===== config.mk =====
export PLATFORM = sky130hd
export DESIGN_NAME = acc_core
export DESIGN_NICKNAME = d
export VERILOG_FILES = /design/src/rtl/acc_core.sv
export SDC_FILE = /design/constraint.sdc
export NUM_CORES = 1
export LEC_CHECK = 0
export CORE_MARGIN = 2
export CORE_UTILIZATION = 64
export DETAILED_ROUTE_END_ITERATION = 12
export DONT_BUFFER_PORTS = 1
export HOLD_SLACK_MARGIN = 0.15
export PLACE_DENSITY = 0.77
export REMOVE_ABC_BUFFERS = 1
export SLEW_MARGIN = 20
export SYNTH_ARGS = -nofsm -noshare
export SYNTH_HDL_FRONTEND = slang
export SYNTH_SLANG_ARGS = --single-unit

===== constraint.sdc =====
create_clock -name clk -period 2.6 [get_ports clk]
set_input_delay 0.52 -clock clk [delete_from_list [all_inputs] [get_ports clk]]
set_output_delay 0.52 -clock clk [all_outputs]
set_load 0.02 [all_outputs]

===== src/rtl/acc_core.sv =====
module acc_core #(
  parameter int DW = 16,
  parameter int AW = 12
) (
  input  logic          clk,
  input  logic          rst,
  input  logic [AW-1:0] start_addr,
  output logic [AW-1:0] mem_addr,
  output logic [DW-1:0] mem_wdata,
  output logic          mem_we,
  input  logic [DW-1:0] mem_rdata,
  output logic [AW-1:0] io_dev,
  output logic [DW-1:0] io_wdata,
  output logic          io_rd,
  output logic          io_wr,
  input  logic [DW-1:0] io_rdata,
  output logic          halted,
  output logic [DW-1:0] acc_out
);
  localparam int OW = DW - AW;
  localparam logic [OW-1:0] OP_LD  = OW'(1);
  localparam logic [OW-1:0] OP_ST  = OW'(2);
  localparam logic [OW-1:0] OP_IN  = OW'(3);
  localparam logic [OW-1:0] OP_ADD = OW'(5);
  localparam logic [OW-1:0] OP_OUT = OW'(7);

  typedef enum logic [3:0] {
    F_MAR, F_RD, F_MBR, F_IR,
    X_MAR, X_RD, X_MBR, X_AC,
    X_SMBR, X_WR, X_IN, X_OUT, S_HALT
  } state_t;

  state_t        st;
  logic [AW-1:0] pc, mar;
  logic [DW-1:0] mbr, ir, ac;

  wire [OW-1:0] op_ir  = ir[DW-1 -: OW];
  wire [OW-1:0] op_mbr = mbr[DW-1 -: OW];

  always_ff @(posedge clk) begin
    if (rst) begin
      pc  <= start_addr;
      mar <= '0;
      mbr <= '0;
      ir  <= '0;
      ac  <= '0;
      st  <= F_MAR;
    end else begin
      case (st)
        F_MAR: begin mar <= pc; st <= F_RD; end
        F_RD:  begin pc <= pc + AW'(1); st <= F_MBR; end
        F_MBR: begin mbr <= mem_rdata; st <= F_IR; end
        F_IR: begin
          ir <= mbr;
          case (op_mbr)
            OP_LD, OP_ADD, OP_ST: st <= X_MAR;
            OP_IN:                st <= X_IN;
            OP_OUT:               st <= X_OUT;
            default:              st <= S_HALT;
          endcase
        end
        X_MAR: begin
          mar <= ir[AW-1:0];
          st  <= (op_ir == OP_ST) ? X_SMBR : X_RD;
        end
        X_RD:  st <= X_MBR;
        X_MBR: begin mbr <= mem_rdata; st <= X_AC; end
        X_AC: begin
          ac <= (op_ir == OP_ADD) ? ac + mbr : mbr;
          st <= F_MAR;
        end
        X_SMBR: begin mbr <= ac; st <= X_WR; end
        X_WR:   st <= F_MAR;
        X_IN:   begin ac <= io_rdata; st <= F_MAR; end
        X_OUT:  st <= F_MAR;
        default: st <= S_HALT;
      endcase
    end
  end

  assign mem_addr  = mar;
  assign mem_wdata = mbr;
  assign mem_we    = (st == X_WR);
  assign io_dev    = ir[AW-1:0];
  assign io_wdata  = ac;
  assign io_rd     = (st == X_IN);
  assign io_wr     = (st == X_OUT);
  assign halted    = (st == S_HALT);
  assign acc_out   = ac;
endmodule



== Word level (Yosys, flattened, before mapping) ==
Cells that the tools add are included.

* Flip-flop bits (word level): 76
* Input bits: 46
* Output and inout bits: 76
* Word-level logic and storage cells: 44

* Add/sub/neg operators: 2
* Eq/ne operators: 19
* Multiplexer cells: 9
* Reduce and logical (&&, ||, !) cells: 8

{| class="wikitable"
|+ Operators with widths
! operator !! number
|-
| 16-bit one-hot mux with 2 select lines || 2
|-
| 4-bit one-hot mux with 9 select lines || 1
|-
| 4-bit by 3-bit == test with 1-bit output, second input constant || 7
|-
| 12-bit two-way mux || 2
|-
| 12-bit one-hot mux with 2 select lines || 1
|-
| 4-bit by 2-bit == test with 1-bit output, second input constant || 5
|-
| 4-bit == test, second input constant || 5
|-
| 16-bit adder || 1
|-
| 16-bit two-way mux || 1
|-
| 12-bit by 1-bit adder with 12-bit output, second input constant || 1
|-
| 4-bit one-hot mux with 3 select lines || 1
|-
| 4-bit by 1-bit == test with 1-bit output, second input constant || 2
|-
| 2-bit nonzero test || 4
|-
| 4-bit zero test || 1
|-
| 4-bit two-way mux || 1
|-
| 4-bit OR reduction || 1
|-
| 3-bit OR reduction || 1
|-
| 2-bit OR reduction || 1
|}

== Longest topological paths before layout ==
Gate-level depths: netlist of the first run.

* Depth after elaboration: 4
* Mapped depth: 8

== Worst setup path after synthesis of the first run ==
OpenSTA, ideal clock, no wires.

* Kind: flip-flop to flip-flop
* From: register mbr[0], in the netlist mem_wdata[0]
* To: register ac[12], in the netlist acc_out[12]
* Library setup time: 0.117 ns
* Arrival: 2.015 ns
* Path slack: 0.467 ns
* Cell stages (with the launch flop): 9
* Period minus slack after synthesis: 2.133 ns
* Cell sequence: dfxtp_1 -> ha_1 -> fa_1 -> a21oi_1 -> o21a_1 -> o211ai_1 -> a221oi_1 -> nand2_1 -> a32o_1

* Cells in the longest elaborated chain, start to end: 3

{| class="wikitable"
|+ Ends and longest elaborated chain
! item !! line !! text
|-
| start, declared || 35 || <nowiki>logic [DW-1:0] mbr, ir, ac;</nowiki>
|-
| start signal, assigned || 44 || <nowiki>mbr <= '0;</nowiki>
|-
| start signal, assigned || 52 || <nowiki>F_MBR: begin mbr <= mem_rdata; st <= F_IR; end</nowiki>
|-
| start signal, assigned || 67 || <nowiki>X_MBR: begin mbr <= mem_rdata; st <= X_AC; end</nowiki>
|-
| 16-bit adder || 69 || <nowiki>ac <= (op_ir == OP_ADD) ? ac + mbr : mbr;</nowiki>
|-
| 16-bit two-way mux || 69 ||
|-
| 16-bit one-hot mux with 2 select lines || 49 || <nowiki>case (st)</nowiki>
|-
| end signal, assigned || 69 ||
|-
| end, declared || 35 ||
|}

No other way between the ends.
A chain may end at the register's enable or synchronous reset.

== Final worst setup path of the first run ==
Same ends and word-level chain as after synthesis.

==> out/metrics.csv, run 1 <==
stage,metric,value,unit
job,maxCapViolCount,0,
clock_tree,cts_num_sinks,76,
final_layout,antenna_cells,0,
grt,track_usage,0.2937,
power,power_density,616.4,nW/um^2
yosys,synthMuxAreaShare,0.06757,
sta,worstMarginPinSlew,613.4,ps
floorplan,design.die.area,8020,um^2
worst_setup_path,path_cells,"ha_1, fa_1, a21oi_1, o21a_1, o211ai_1, a221oi_1, nand2_1, a32o_1",
grt,grt_pass1_wl,18140,um
sta,setup_tns,0,ps
sta,finalCriticalPeriod,2219,ps
sta,rsz0062_at_grt,no,
grt,grt_start_max_net_pins,88,
sta,drv_slew,0,
yosys,seq_area_frac_synth,0.3504,
drt,ant_nets,0,
clock_tree,cts_hold_buf,0,
final_layout,final_common_cell,nand2_1,
clock_tree,cts_resized,0,
worst_setup_path,worstSetupPathType,register to register,
drt,dr.first_iter.drc_count,197,
worst_setup_path,arrival,2470,ps
grt,grt_overflow,0,
final_layout,final_cell_mix,"nand2_1, dfxtp_1, nor2_1",
worst_setup_path,worst_path_max_delay_cell,fa_1,
yosys,synth_fa_ha_area_frac,0.04701,
sta,whs,221.5,ps
grt,grt_pass1_vias,3681,
clock_tree,cts_tree,done,
yosys,synth_xor_area_frac,0.03926,
floorplan,core_area,7176,um^2
sta,setup_viol,0,
power,p_leak,0.001849,uW
final_layout,final_core_util,0.6877,
yosys,synth_area,4684,um^2
floorplan,initial_utilization,0.6528,
clock_tree,post_cts_buffers,0,
sta,fin_ws,381.1,ps
yosys,synthTopCellsByArea,"dfxtp_1, edfxtp_1, mux2i_1",
floorplan,die_w,89.56,um
yosys,synth-main-ff-cell,dfxtp_1,
final_layout,fillers,596,
worst_setup_path,cp.buffers_inverters,0,
worst_setup_path,worst_setup_path_end_kind,register,
drt,vias,4067,
worst_setup_path,critical_path.top_delay_family,compound AO/OA/AOI/OAI gates,
worst_setup_path,critical_path.max_fanout,4,
yosys,synthArstFlopShare,0,
floorplan,rows,31,
yosys,synth-simple-area-share,0.1790,
sta,hold_viol_final,0,
final_layout,area_delta_synth_final,5.342,%
worst_setup_path,cp-start-kind,register,
outcome,status,"complete, no violations",
worst_setup_path,cp_data_required_time,2850,ps
sta,finClkSkew,15.01,ps
drt,vias_per_cell,6.296,
drt,finalWirelength,11750,um
placed_design,dp.final_hpwl,8384,um
yosys,synth.avg_cell_area,8.395,um^2
drt,dr.pass1.iters,5,
yosys,synth-seq-cells,76,
sta,max-slew-margin-rel,0.5899,
clock_tree,clkTransAtPathRegs,100,ps
power,peakVddDrop,0.2459,mV
yosys,synth_top_family_by_area,compound AO/OA/AOI/OAI gates,
yosys,netlist.area_leader.share,0.2735,
placed_design,gp_congestion,0.8671,
final_layout,regArea,1642,um^2
yosys,yosys_warnings,0,
yosys,synth_cell_types,62,
grt,antenna_found_initial,0,
clock_tree,numCtsBuffers,9,
final_layout,drive_above_1_share,0.1353,
drt,routedWlPerCell,18.19,um
placed_design,port_buffers,0,
final_layout,fin_nets,605,
clock_tree,cts.htree.levels,3,
yosys,synth_compound_area_frac,0.2284,
yosys,synth_enable_flop_cells,12,
worst_setup_path,critPathMaxStageDelay,430,ps
placed_design,pre_cts_slack,397.2,ps
sta,fmax,0.4507,GHz
yosys,synth_top_cell_by_area,dfxtp_1,
drt,drc_errors,0,
final_layout,multi_input_area,2639,um^2
floorplan,ios,122,
yosys,synthCells,558,
clock_tree,clock_path_buffers,2,
floorplan,die_h,89.56,um
min_path,hold_class,primary input to register,
clock_tree,worstSkewPairLatency,350,ps
sta,finalCritPeriodShare,0.8534,
clock_tree,clock-root-buffer,clkbuf_8,
-- metrics by stage --
stage	power (uW)	std cells	cell area (um^2)
global placement	2116	630	4736
floorplan	1953	492	4297
CTS	3055	646	4935
finish	3042	646	4935
detailed placement	2142	630	4736
global route	3187	646	4935
-- power breakdown --
part           switching (uW)  leakage [uW]  internal [uW]
Combinational             361       0.00111            251
Clock                     502      0.000101            421
Sequential                184      0.000643           1320
-- metal layers --
metal,vias up,GRT usage,routed length [um]
met4,0,0.07598,153
met3,18,0.06094,698
met2,140,0.4853,5637
met1,1949,0.3920,5260
met5,-,0,0
li1,1960,-,-
-- cell usage after synthesis (4+ instances only) --
cell       n
dfxtp_1   64
clkbuf_1  17
buf_4     32
a21oi_1   38
buf_2     16
a221oi_1   5
o21ai_1   11
xor2_1     9
xnor2_1   12
a21o_1     8
o21ai_0   17
o211ai_1   6
nor2_1    59
ha_1      16
edfxtp_1  12
nor3_1    14
a211oi_1  32
inv_1      5
nand3_1   12
mux2i_1   29
nor3b_1    4
nand2_1   74
a31oi_1    7
-- kinds of logic (layout without fill, tap and decap cells) --
family | after synthesis | in the layout
AOI/OAI and AO/OA | 156 | 156
xor gates and xnor gates | 21 | 21
adders and majority gates | 17 | 17
buffers and inverters | 73 | 62
DFF | 76 | 76
muxes | 31 | 31
and+or+nand+nor | 184 | 184
-- worst paths after layout --
check                                  start           to  slack (ps)  cells after the start
worst min register to register        ir[13]       ir[13]         480                      2
worst max-delay path            mem_wdata[0]  acc_out[12]         380                      8
worst min-delay path                     rst  mem_addr[4]         220                      1
worst max register to register  mem_wdata[0]  acc_out[12]         380                      8
-- sequential cells by signal, summed over array words and instances, names as in the netlist --
register and count:
acc_out 16, ir 16, mem_wdata 16, mem_addr 12, pc 12, st 4
-- layout make-up --
type / instances / area share
Multi-Input combinational cell: 409 / 0.5347
Sequential cell: 76 / 0.3327
Timing Repair Buffer: 39 / 0.06187
Clock buffer: 10 / 0.03017
Tap cell: 99 / 0.02510
Clock inverter: 6 / 0.01014
Inverter: 7 / 0.005325
(Power assumes the default switching activity.)
==> run 2: changes to the inputs <==
SETUP_SLACK_MARGIN = 0.4   (was default)
==> run 2 against run 1 <==
Non-clock buffer count rose by 1. Global-route usage did not move. Utilization rose by 0.82 points. Worst hold slack got worse by 0.80 ps. Critical path depth fell by 5. Register-to-register slack improved by 99 ps. Sequential share of layout area fell by 0.27 points. Largest power group unchanged. Highest routed layer unchanged.
==> out/metrics.csv, run 2 (synthesis gave the netlist of run 1 again) <==
stage,metric,value,unit
final_layout,final_core_util,0.6959,
sta,setup_viol,0,
drt,routedWlPerCell,18.23,um
floorplan,rows,31,
drt,dr.pass1.iters,7,
sta,fmax,0.4701,GHz
worst_setup_path,worst_setup_path_end_kind,primary output,
power,combPwrFrac,0.202,
sta,setup_tns,0,ps
drt,dr_wl_met2,5705,um
clock_tree,cts.htree.levels,3,
grt,grt_pass1_vias,3681,
clock_tree,clock-root-buffer,clkbuf_8,
grt,antenna_found_initial,0,
worst_setup_path,critPathMaxStageDelay,560,ps
grt,track_usage,0.2937,
power,power_density,611.2,nW/um^2
worst_setup_path,worst_path_max_delay_cell,dfxtp_1,
drt,ant_nets,0,
final_layout,final_common_cell,nand2_1,
floorplan,die_w,89.56,um
grt,grt_overflow,0,
worst_setup_path,cp-start-kind,register,
final_layout,final_cell_mix,"nand2_1, nor2_1, dfxtp_1",
power,p_leak,0.001841,uW
drt,finalWirelength,11800,um
sta,rsz0062_at_grt,yes,
final_layout,fin_nets,606,
sta,finalCriticalPeriod,2127,ps
clock_tree,worstSkewPairLatency,360,ps
drt,vias,4041,
sta,hold_viol_final,0,
grt,grt_start_max_net_pins,88,
outcome,status,"complete, no violations",
worst_setup_path,cp_data_required_time,2080,ps
worst_setup_path,arrival,1610,ps
final_layout,antenna_cells,0,
grt,grt_pass1_wl,18140,um
placed_design,dp.final_hpwl,8384,um
power,peakVddDrop,0.2459,mV
min_path,hold_class,primary input to register,
power,power.share.sequential,0.495,
floorplan,design.die.area,8020,um^2
placed_design,gp_congestion,0.8671,
power,intPower,2001,uW
sta,finClkSkew,15.27,ps
sta,drv_slew,0,
worst_setup_path,critical_path.max_fanout,13,
placed_design,port_buffers,0,
clock_tree,cts_tree,done,
drt,drc_errors,0,
worst_setup_path,worstSetupPathType,register to primary output,
power,power.switching_fraction,0.3443,
drt,dr_wl_met3,774,um
floorplan,initial_utilization,0.6528,
clock_tree,clkTransAtPathRegs,100,ps
clock_tree,cts_num_sinks,76,
final_layout,drive_above_1_share,0.1606,
drt,top_layer,met4,
worst_setup_path,path_cells,"nand4bb_1, inv_2, buf_12",
sta,finalCritPeriodShare,0.8181,
job,maxCapViolCount,0,
floorplan,ios,122,
final_layout,area_delta_synth_final,6.597,%
clock_tree,numCtsBuffers,9,
power,p_clk_frac,0.303,
power,p_switching,1051,uW
drt,vias_per_cell,6.246,
drt,dr.first_iter.drc_count,198,
sta,max-slew-margin-rel,0.5979,
sta,worstMarginPinSlew,601.5,ps
floorplan,core_area,7176,um^2
clock_tree,cts_hold_buf,0,
floorplan,die_h,89.56,um
drt,wl_met1,5175,um
clock_tree,clock_path_buffers,2,
==> run 2: cell count changes in the layout (fill, tap and decap cells not counted), moves of 2 or more <==
cell and delta:
dfxtp_1 -5, dfxtp_2 +5, ha_1 -5, ha_2 +3, ha_4 +2
==> run 2: what timing repair did <==
item                       CTS  global route
setup endpoints to repair    2             6
setup buffers                0             1
resized for setup            1            12
pin swaps                    0             8
==> run 2: cell type report <==
| class | count | area [um^2] |
|---|---|---|
| clock buffer | 10 | 148.9 |
| clock inverter | 6 | 50.05 |
| fill | 589 | 2182 |
| inverter | 7 | 26.28 |
| multi-input combinational | 409 | 2684 |
| sequential | 76 | 1648 |
| tap | 99 | 123.9 |
| timing repair buffer | 40 | 312.8 |
==> run 2: critical path: cells and delay by family, from the launching register on <==
family	cells	cell delay, ps
flip-flops	1	560
AND/OR/NAND/NOR	1	220
buffers and inverters	2	470
==> run 2: routing by layer <==
metal | vias up | GRT usage
met2 | 138 | 0.4853
met4 | 0 | 0.07598
met1 | 1921 | 0.3920
met5 | - | 0
li1 | 1965 | -
met3 | 17 | 0.06094
==> run 2: final timing paths <==
check / start / end / slack, ps / depth (start not counted)
worst min-delay path: rst / mem_addr[4] / 220 / 1
worst max register to register: mem_wdata[0] / acc_out[12] / 480 / 8
worst min register to register: ir[13] / ir[13] / 480 / 2
worst max-delay path: st[1] / io_rd / 470 / 3
==> run 2: power groups by stage <==
| stage | sequential [uW] | combinational, uW | clock [uW] |
|---|---|---|---|
| after CTS | 1500 | 613 | 938 |
| final | 1510 | 618 | 925 |
| after global routing | 1530 | 684 | 985 |
| after detailed placement | 1530 | 610 | 0 |
| after floorplan | 1560 | 396 | 0 |
| after global placement | 1520 | 593 | 0 |
==> run 2: stage by stage <==
| stage | total power (uW) | instance area, um^2 | hold WS [ps] | worst slack [ps] | instances |
|---|---|---|---|---|---|
| floorplan | 1953 | 4297 | 442.7 | -97.67 | 492 |
| finish | 3052 | 4994 | 220.7 | 472.9 | 647 |
| global route | 3199 | 4994 | 205.4 | 383.2 | 647 |
| global placement | 2116 | 4736 | 457.9 | 472.5 | 630 |
| detailed placement | 2142 | 4736 | 465.3 | 397.2 | 630 |
| CTS | 3055 | 4936 | 211.1 | 382.0 | 646 |
